==> config.mk <==
export PLATFORM = sky130hd
export DESIGN_NAME = lbm_loopback_mover
export DESIGN_NICKNAME = d
export VERILOG_FILES = /design/src/rtl/lbm_pkg.sv /design/src/rtl/lbm_src_arb.sv /design/src/rtl/lbm_commit_track.sv /design/src/rtl/lbm_loopback_mover.sv
export SDC_FILE = /design/constraint.sdc
export NUM_CORES = 1
export LEC_CHECK = 0
export ABC_AREA = 1
export ABC_CLOCK_PERIOD_IN_PS = 1200
export BUFFER_PORTS_ARGS = -buffer_cell sky130_fd_sc_hd__buf_4
export CORE_AREA = 2 2 78 50
export DETAILED_ROUTE_END_ITERATION = 8
export DIE_AREA = 0 0 80 52
export PLACE_DENSITY = 0.49
export SYNTH_ARGS = -nofsm -noshare
export SYNTH_HDL_FRONTEND = slang
export SYNTH_SLANG_ARGS = --single-unit
==> constraint.sdc <==
create_clock -name clk -period 1.2 [get_ports clk]
set_input_delay 0.06 -clock clk [delete_from_list [all_inputs] [get_ports clk]]
set_output_delay 0.06 -clock clk [all_outputs]
set_load 0.005 [all_outputs]
==> src/rtl/lbm_pkg.sv <==
package lbm_pkg;
    typedef enum logic [3:0] {
        ST_IDLE,
        ST_SRC_SU,
        ST_RD,
        ST_RD_HLD,
        ST_DST_SU,
        ST_WR,
        ST_WR_HLD,
        ST_CM_SU,
        ST_CM,
        ST_CM_HLD
    } lbm_state_e;

    typedef struct packed {
        lbm_state_e state;
        logic       src;      // 0 = receive A, 1 = receive B
        logic       last;     // source of the previous pass
        logic       ev_pend;  // data-available event not yet served
        logic       cidx;     // transmit port of the commit in flight
    } lbm_ctl_t;
endpackage

==> src/rtl/lbm_src_arb.sv <==
module lbm_src_arb (
    input  logic [1:0] src_empty_i,
    input  logic       last_i,
    output logic       avail_o,
    output logic       pick_o
);
    always_comb begin
        avail_o = ~&src_empty_i;
        if (src_empty_i == 2'b00) begin
            pick_o = ~last_i;
        end else begin
            pick_o = src_empty_i[0];
        end
    end
endmodule

==> src/rtl/lbm_commit_track.sv <==
module lbm_commit_track (
    input  logic       clk,
    input  logic       rst_n,
    input  logic [1:0] req_i,
    input  logic       take_i,
    output logic       pend_any_o,
    output logic       pick_o
);
    logic [1:0] pend_d, pend_q;
    logic [1:0] clr;

    always_comb begin
        pick_o     = ~pend_q[0];
        pend_any_o = |pend_q;
        clr        = 2'b00;
        if (take_i) begin
            clr[pick_o] = 1'b1;
        end
        pend_d = (pend_q & ~clr) | req_i;
    end

    always_ff @(posedge clk) begin
        if (!rst_n) begin
            pend_q <= 2'b00;
        end else begin
            pend_q <= pend_d;
        end
    end

    a_r8_take_pending: assert property (@(posedge clk) disable iff (!rst_n)
        take_i |-> pend_any_o);
endmodule

==> src/rtl/lbm_loopback_mover.sv <==
module lbm_loopback_mover #(
    parameter int unsigned DATA_W = 8
) (
    input  logic              clk,
    input  logic              rst_n,
    input  logic              data_avail_i,
    input  logic [1:0]        src_empty_i,
    input  logic [1:0]        dst_full_i,
    input  logic [1:0]        commit_req_i,
    input  logic [DATA_W-1:0] rd_data_i,
    output logic [1:0]        sel_o,
    output logic              rd_o,
    output logic              wr_o,
    output logic [DATA_W-1:0] wr_data_o,
    output logic              commit_o
);
    import lbm_pkg::*;

    localparam logic SIDE_RX = 1'b0;
    localparam logic SIDE_TX = 1'b1;

    lbm_ctl_t          ctl_d, ctl_q;
    logic [DATA_W-1:0] data_d, data_q;
    logic              arb_avail, arb_pick;
    logic              cm_any, cm_pick, cm_take;
    logic              ev_now;

    lbm_src_arb u_arb (
        .src_empty_i (src_empty_i),
        .last_i      (ctl_q.last),
        .avail_o     (arb_avail),
        .pick_o      (arb_pick)
    );

    lbm_commit_track u_cm (
        .clk        (clk),
        .rst_n      (rst_n),
        .req_i      (commit_req_i),
        .take_i     (cm_take),
        .pend_any_o (cm_any),
        .pick_o     (cm_pick)
    );

    always_comb begin
        ctl_d         = ctl_q;
        data_d        = data_q;
        cm_take       = 1'b0;
        ev_now        = ctl_q.ev_pend | data_avail_i;
        ctl_d.ev_pend = ev_now;
        case (ctl_q.state)
            ST_IDLE: begin
                if (cm_any) begin
                    cm_take     = 1'b1;
                    ctl_d.cidx  = cm_pick;
                    ctl_d.state = ST_CM_SU;
                end else if (ev_now) begin
                    ctl_d.ev_pend = 1'b0;
                    if (arb_avail) begin
                        ctl_d.src   = arb_pick;
                        ctl_d.last  = arb_pick;
                        ctl_d.state = ST_SRC_SU;
                    end
                end
            end
            ST_SRC_SU: ctl_d.state = src_empty_i[ctl_q.src] ? ST_IDLE : ST_RD;
            ST_RD: begin
                data_d      = rd_data_i;
                ctl_d.state = ST_RD_HLD;
            end
            ST_RD_HLD: ctl_d.state = ST_DST_SU;
            ST_DST_SU: if (!dst_full_i[ctl_q.src]) ctl_d.state = ST_WR;
            ST_WR:     ctl_d.state = ST_WR_HLD;
            ST_WR_HLD: ctl_d.state = ST_SRC_SU;
            ST_CM_SU:  ctl_d.state = ST_CM;
            ST_CM:     ctl_d.state = ST_CM_HLD;
            ST_CM_HLD: ctl_d.state = ST_IDLE;
            default:   ctl_d.state = ST_IDLE;
        endcase
    end

    always_ff @(posedge clk) begin
        if (!rst_n) begin
            ctl_q <= '{state: ST_IDLE, src: 1'b0, last: 1'b1, ev_pend: 1'b0, cidx: 1'b0};
            data_q <= '0;
        end else begin
            ctl_q  <= ctl_d;
            data_q <= data_d;
        end
    end

    always_comb begin
        case (ctl_q.state)
            ST_SRC_SU, ST_RD, ST_RD_HLD:  sel_o = {SIDE_RX, ctl_q.src};
            ST_DST_SU, ST_WR, ST_WR_HLD:  sel_o = {SIDE_TX, ctl_q.src};
            ST_CM_SU, ST_CM, ST_CM_HLD:   sel_o = {SIDE_TX, ctl_q.cidx};
            default:                      sel_o = 2'b00;
        endcase
    end

    assign rd_o      = (ctl_q.state == ST_RD);
    assign wr_o      = (ctl_q.state == ST_WR);
    assign commit_o  = (ctl_q.state == ST_CM);
    assign wr_data_o = data_q;

    logic empty_sel, full_sel;
    assign empty_sel = src_empty_i[sel_o[0]];
    assign full_sel  = dst_full_i[sel_o[0]];

    a_r2_one_strobe: assert property (@(posedge clk) disable iff (!rst_n)
        $countones({rd_o, wr_o, commit_o}) <= 1);
    a_r1_rd_rx_port: assert property (@(posedge clk) disable iff (!rst_n)
        rd_o |-> !sel_o[1]);
    a_r1_wr_tx_port: assert property (@(posedge clk) disable iff (!rst_n)
        wr_o |-> sel_o[1]);
    a_r3_rd_not_empty: assert property (@(posedge clk) disable iff (!rst_n)
        rd_o |-> !$past(empty_sel));
    a_r6_no_wr_full: assert property (@(posedge clk) disable iff (!rst_n)
        wr_o |-> !$past(full_sel));
    a_r7_sel_before: assert property (@(posedge clk) disable iff (!rst_n)
        (rd_o || wr_o || commit_o) |-> $stable(sel_o));
    a_r7_sel_after: assert property (@(posedge clk) disable iff (!rst_n)
        (rd_o || wr_o || commit_o) |=> $stable(sel_o));
    a_r8_commit_single: assert property (@(posedge clk) disable iff (!rst_n)
        commit_o |=> !commit_o);
    a_r9_commit_tx_port: assert property (@(posedge clk) disable iff (!rst_n)
        commit_o |-> sel_o[1]);
endmodule

# Word level (Yosys, flattened, before mapping)
# Index checks and enable logic that the tools add are counted.
# op_classes
reduce_logical	11
order_cmp	3
eq_ne	12
muxes	20
n_bitwise	8
# ops
operator	count
$pmux 4 s9	1
$eq 4x3->1 const B	4
$mux 1	10
$reduce_or 3->1	3
$eq 4x2->1 const B	2
$eq 4x4->1 const B	2
$mux 4	2
$mux 7	1
$mux 2	3
$mux 6	1
$ne 3x3->1 const B	2
$pmux 2 s3	1
$eq 4x1->1 const B	1
$logic_not 4->1	1
$lt 1x2->1 const B	2
$not 1->1	4
$reduce_and 2->1	2
$reduce_and 4->1	1
$reduce_and 3->1	1
$and 2x2->2	1
$logic_not 2->1	1
$ne 2x2->1 const B	1
$not 2->2	1
$or 2x2->2	1
5 further kinds	5
# word_totals
out_inout_bits	13
reg_bits	18
word_cells	61
input_bits	17

# Depth between registers and ports, before layout
# Gate-level depths: netlist of the first run.
# logic_depth
depth_word	9
mapped_depth	9
depth_no_buf	8

# Hierarchy
# From an unflattened synthesis of the first run, not the netlist that was laid out.
# unflattened
hier_cells	129
area_unflattened_um2	858.3
# modules_own_cells
module	area_each_um2	cells_per_inst	seq_area_each_um2	n_inst
lbm_loopback_mover	760.7	114	320.3	1
lbm_commit_track	85.1	12	40.0	1
lbm_src_arb	12.5	3	0.0	1

# Least setup slack after synthesis of the first run
# Ideal clock, no wire load.
# synth_timing
path_kind	reg2reg
start	register ctl_q[4] in the netlist's numbering
end	register ctl_q[2] in the netlist's numbering
path_stages_with_launch	7
path_slack_ns	0.158
period_less_slack_ns	1.042
setup_ns	0.126
n_path_buf	0
arrival_time_ns	0.916
required_time_ns	1.074
cell_sequence	dfxtp_1 > nor2_2 > inv_1 > nor2_1 > nand3_1 > nand2_1 > nand3_1
# synth_via
elab_chain_len	2
# synth_lines
element	line_no	rtl
start, declared	lbm_loopback_mover.sv:22	lbm_ctl_t ctl_d, ctl_q;
start signal, assigned	lbm_loopback_mover.sv:83	ctl_q <= '{state: ST_IDLE, src: 1'b0, last: 1'b1, ev_pend: 1'b0, cidx: 1'b0};
start signal, assigned	lbm_loopback_mover.sv:86	ctl_q <= ctl_d;
$logic_not 4->1	lbm_loopback_mover.sv:50	case (ctl_q.state)
$reduce_and 4->1 (no line)	-	
# Every way passes these cells.
# A chain may end at the register's enable or synchronous reset.

# Final worst setup path of the first run
# layout_timing
start	register ctl_q[6] in the netlist's numbering
end	output sel_o[0]
# layout_via
elab_chain_len	3
elab_cells_between_ends	13
classes_between	eq/ne (9); mux (1); reduce/logical (3)
# layout_lines
element	line_no	rtl
$eq 4x4->1 (tied with other cells)	lbm_loopback_mover.sv:92	case (ctl_q.state)
$reduce_or 3->1	lbm_loopback_mover.sv:92	
$pmux 2 s3 (*)	lbm_loopback_mover.sv:92	
end, declared	lbm_loopback_mover.sv:11	output logic [1:0] sel_o,
# Every way passes the cells marked *; elsewhere a longest branch is shown, timed or not.

==> metrics.md, run 1 <==
| Metric | Value |
|---|---|
| Ys async rst share | 0% |
| Status | finished, violations left |
| Area Overhead vs Synth | 55.7% |
| Worst slew pin tran | 0.284 ns |
| Syn_nets | 145 |
| Worst r2r src | ctl_q[5] |
| Syn Area/Cell | 6.58 um2 |
| I/O pin cnt | 30 |
| CP Data Arrival Time | 1.20 ns |
| Vias/cell | 4.17 |
| Main synth FF type | dfxtp_1 |
| Placer Congestion | 0.828 |
| Slew Viols, Final | 0 |
| H-tree levels | 1 |
| FF-to-FF path depth | 10 |
| Crit. End Element | output pin |
| DRC | 0 |
| Detailed Route WL | 2.26 mm |
| Sequential area share after synthesis | 42.8% |
| Setup violators final | 4 |
| Port buffer count | 29 |
| Final Skew | 0.00361 ns |
| Critical R2R Capture | ctl_q[4] |
| Critical path startpoint category | flip-flop |
| Nets | 187 |
| Final hold vios | 0 |
| Worst path required time | 1.14 ns |
| Clock root cell | clkbuf_8 |
| Post-DP HPWL | 1.66 mm |
| Cells after DPL | 208 |
| Worst min path class | input pin to flip-flop |
| VDD IR max | 0.798 mV |
| FF+latch count, synth | 18 |
| Cell area after placement | 1150 um2 |
| Crit Path Category | flip-flop to output pin |
| All-Layer GR Usage | 10.9% |
| Die X-Extent | 80 um |
| R2R setup slack | 0 ns |
| DRT antenna net count | 0 |
| Global route overflow | 0 |
| EDFF count, synth | 0 |
| Failing checks | negative setup slack |
| Initial Util | 24.1% |
| Ys Warns | 0 |
| First-pass GRT wire length | 3.38 mm |
| Hold Crit Depth | 3 |
| Design area | 1310 um2 |
| Num rows | 17 |
| Clk_lat worst skew | 0.25 ns |
| Fmax | 0.795 GHz |
| Synthesized area | 842 um2 |
| Relative slew slack | 81.0% |
| Drt wl/cell | 10.5 um |
| Commonest non-fill, non-tap cell in the layout | buf_4 |
| Die area | 4160 um2 |
| Crit Path Max Fanout | 4 |
| Hold path startpoint | commit_req_i[0] |
| Fin Setup TNS | -0.119 ns |
| Share of layout cells above drive strength 1 | 41.7% |
| Die Ht | 52 um |
| Vias in the first global route | 740 |
| Detailed Route Iter0 Violations | 24 |
| Max cap viols | 0 |
| Clk slew on worst S/H paths | 0.07 ns |
| Final clock period utilization by the worst path | 105% |
| Post-Layout Cell Count | 215 |
| RSZ-0062 raised after global routing | true |
| Min Clock Period, post-route | 1.26 ns |
| Yosys cell types | 18 |
| Total CTS buffers | 3 |
| TritonCTS clock tree | built |
| PwrDens | 2130 nW/um2 |
| Post-route setup slack | -0.0574 ns |
| Largest net degree at the start of global routing | 12 |
| Core Box Area | 3490 um2 |
| Clock sink total | 18 |
| Max Root-Sink Buffers | 2 |
| Cell count after synthesis | 128 |
| Pleak | 0.000652 uW |
| Initial antenna violation count | 0 |
| Vias | 897 |
| DRT Pass-1 Iters | 4 |
| Antenna fix cells | 0 |
| Commonest non-fill, non-tap cells in the layout | buf_4, nand2_1, nor2_1, dfxtp_1, inv_1 |
| Hold-critical path endpoint | u_cm.pend_q[0] |
## critical path: stages (launching register included)
cell	delay, ns
dfxtp_4	0.38
inv_4	0.05
nor2_4	0.13
inv_2	0.05
o22ai_1	0.10
nand2_1	0.07
nand2_1	0.06
buf_4	0.10
## how the worst max path moves through the flow
stage               startpoint           end  slack [ns]  cells past startpoint
floorplan             ctl_q[4]      ctl_q[2]        0.16                      6
global placement      ctl_q[5]  wr_data_o[3]     -0.0004                      7
detailed placement    ctl_q[5]  wr_data_o[6]       -0.02                      7
CTS                   ctl_q[6]      sel_o[0]       -0.07                      7
global route          ctl_q[6]      sel_o[0]       -0.13                      7
finish                ctl_q[6]      sel_o[0]       -0.06                      7
## sequential cells by signal, indices dropped and copies added, names as in the netlist
register     flops
u_cm.pend_q      2
wr_data_o        8
ctl_q            8
## power breakdown
part	total, uW	internal [uW]	switching (uW)
sequential	924	791	133
combinational	1440	713	723
clock	433	223	209
## area by class of cell
class                   count  area [um2]
well taps                  47        58.8
fillers                   390        2180
repair buffers             39         312
multi-input cells          93         464
clock buffers               3        41.3
inverters                  15        66.3
flip-flops and latches     18         369
## layer usage
layer  vias to the layer above  track usage (%)  wire, um
met4                         0             3.39         7
met2                        18             15.0      1030
met3                         2             4.34       111
li1                        483                -         -
met1                       394             15.5      1110
met5                         -                0         0
## per-stage QoR
step,power [uW],setup slack [ns],hold slack [ns],utilization [%]
6_report,2790,-0.0574,0.0161,37.6
5_1_grt,3030,-0.135,0.0321,37.6
4_1_cts,2590,-0.0685,0.0127,35.0
3_5_place_dp,2060,-0.0168,0.283,32.9
3_3_place_gp,2040,-0.000408,0.268,32.9
2_1_floorplan,1570,0.158,0.177,-
## repair_timing
action                                  4_1_cts  5_1_grt
resized for setup                             8       32
hold buffers                                  0        0
pin swaps                                     1        3
endpoints found under the setup margin       12       19
endpoints found under the hold margin         0        0
buffers inserted                              2        2
## Yosys cell counts, types with 2 or more instances
| master | count | area share, % |
|---|---|---|
| a21oi_1 | 5 | 3.0 |
| dfxtp_1 | 18 | 43 |
| inv_1 | 13 | 5.8 |
| nand2_1 | 29 | 13 |
| nand2_2 | 2 | 1.5 |
| nand3_1 | 6 | 3.6 |
| nand3b_1 | 2 | 1.8 |
| nor2_1 | 30 | 13 |
| nor2_2 | 4 | 3.0 |
| o21ai_0 | 11 | 6.5 |
## cells by family after synthesis
family / share of synthesized area (%)
flops: 42.8
simple gates: 36.8
buf+inv: 8.47
compound gates: 11.9
No activity file was read; power rests on OpenSTA's default activity.
==> run 2, diff against run 1 <==
==> constraint.sdc (replaced) <==
create_clock -name clk -period 1.2 [get_ports clk]
set_input_delay 0.06 -clock clk [delete_from_list [all_inputs] [get_ports clk]]
set_output_delay 0.06 -clock clk [all_outputs]
set_load 0.05 [all_outputs]
==> run 2 against run 1 <==
The run still ends with negative setup slack left. Flip-flop and latch count unchanged. Global-route usage grew 0.89 points. Die area did not move. Sequential share of layout area down 0.97 points. Final area increased by 5.3%. Clock-buffer cell count rose by 1. Non-clock buffer count up 5. Clock skew increased by 0.00061 ns. Routed wire length down 0.75%. Hold slack got worse by 0.0078 ns. Clock power grew 16%. Sequential power rose by 2.9%.
==> metrics.md, run 2 (synthesized netlist as in run 1, its figures left out) <==
| Metric | Value |
|---|---|
| Status | finished, violations left |
| Failing checks | negative setup slack |
| I/O pin cnt | 30 |
| Initial antenna violation count | 0 |
| Slew Viols, Final | 0 |
| Worst slew pin tran | 0.265 ns |
| Share of layout cells above drive strength 1 | 40.2% |
| Post-DP HPWL | 1.65 mm |
| Max cap viols | 0 |
| Setup violators final | 5 |
| Post-route setup slack | -0.108 ns |
| Max Root-Sink Buffers | 2 |
| H-tree levels | 1 |
| Relative slew slack | 82.2% |
| Critical path startpoint category | flip-flop |
| Initial Util | 24.1% |
| Die X-Extent | 80 um |
| Detailed Route Iter0 Violations | 38 |
| Area Overhead vs Synth | 64.0% |
| Global route overflow | 0 |
| First-pass GRT wire length | 3.70 mm |
| Largest net degree at the start of global routing | 12 |
| Clock root cell | clkbuf_8 |
| Crit. End Element | output pin |
| DRC | 0 |
| Clock sink total | 18 |
| Port buffer count | 29 |
| Vias | 896 |
| TritonCTS clock tree | built |
| Die Ht | 52 um |
| Vias/cell | 4.05 |
| DRT antenna net count | 0 |
| Clk slew on worst S/H paths | 0.07 ns |
| VDD IR max | 0.841 mV |
| Num rows | 17 |
| Nets | 192 |
| Detailed Route WL | 2.24 mm |
| Worst min path class | input pin to flip-flop |
| DRT Pass-1 Iters | 4 |
| Commonest non-fill, non-tap cells in the layout | buf_4, nor2_1, nand2_1, dfxtp_1, o21ai_0 |
| Placer Congestion | 0.764 |
| Final Skew | 0.00422 ns |
| Antenna fix cells | 0 |
| Final Power | 3490 uW |
| All-Layer GR Usage | 11.8% |
| Drt wl/cell | 10.1 um |
| Post-Layout Cell Count | 221 |
| Min Clock Period, post-route | 1.31 ns |
| Vias in the first global route | 847 |
| PwrDens | 2530 nW/um2 |
| Cells after DPL | 204 |
| Final hold vios | 0 |
| Final clock period utilization by the worst path | 109% |
| Fmax | 0.765 GHz |
| Crit Path Category | flip-flop to output pin |
| Pleak | 0.000685 uW |
| Die area | 4160 um2 |
| CP Data Arrival Time | 1.25 ns |
| Total CTS buffers | 3 |
| Commonest non-fill, non-tap cell in the layout | buf_4 |
| Cts hold-fix bufs | 0 |
| Crit Path Max Fanout | 4 |
| Core Box Area | 3490 um2 |
| Clk_lat worst skew | 0.26 ns |
| Worst path required time | 1.14 ns |
| RSZ-0062 raised after global routing | true |
==> run 2: cell types whose count changed in the layout (fill, tap and decap cells not counted), sizes merged <==
cell and change:
clkbuf +1, buf +5, inv +1, clkinv -1
==> run 2: what timing repair did <==
action                     CTS  global route
pin swaps                    2             7
gates resized for setup     25            13
buffers inserted             3            10
cloned                       0             0
setup endpoints to repair    5            11
==> run 2: worst max-delay path: stages, from the launching register on <==
cell	delay, ns
dfxtp_4	0.37
inv_1	0.07
nand2_1	0.09
o22ai_2	0.16
nand2_1	0.07
nand2_1	0.08
buf_6	0.15
==> run 2: final cells by class <==
| cell class | instances | area, um2 |
|---|---|---|
| fill | 380 | 2110 |
| clock buffer | 4 | 55.1 |
| tap | 47 | 58.8 |
| timing repair buffer | 44 | 372 |
| multi-input combinational | 93 | 452 |
| sequential | 18 | 375 |
| inverter | 15 | 68.8 |
==> run 2: path summary, 6_finish.rpt <==
| kind | end | from | cells past startpoint | slack, ns |
|---|---|---|---|---|
| worst max-delay path | sel_o[0] | ctl_q[7] | 6 | -0.11 |
| worst min-delay path | u_cm.pend_q[0] | commit_req_i[0] | 3 | 0.008 |
| worst max register to register | u_cm.pend_q[1] | ctl_q[4] | 7 | 0 |
| worst min register to register | ctl_q[0] | ctl_q[0] | 2 | 0.47 |
==> run 2: where the power goes <==
| part | internal [uW] | total (uW) | leakage, uW | switching (uW) |
|---|---|---|---|---|
| logic | 858 | 2040 | 0.000505 | 1180 |
| registers | 797 | 951 | 0.000151 | 154 |
| clock network | 292 | 503 | 0.0000288 | 211 |
==> run 2: metrics by stage <==
step	worst slack (ns)	area (um2)	hold slack [ns]	TNS, ns	utilization [%]
floorplan	0.00751	843	0.177	0	-
global placement	0.0150	1120	0.272	0	32.1
detailed placement	0.0177	1120	0.279	0	32.1
CTS	-0.140	1270	0.00838	-0.392	36.4
global route	-0.168	1380	0.0121	-1.14	39.6
finish	-0.108	1380	0.00822	-0.245	39.6
==> run 2: metal layers <==
metal	global-route usage, %	part of all wire, %	wire [um]
met4	3.39	1.1	24
met5	0	0	0
met1	14.9	49	1100
met2	19.0	45	1020
met3	4.34	4.5	101
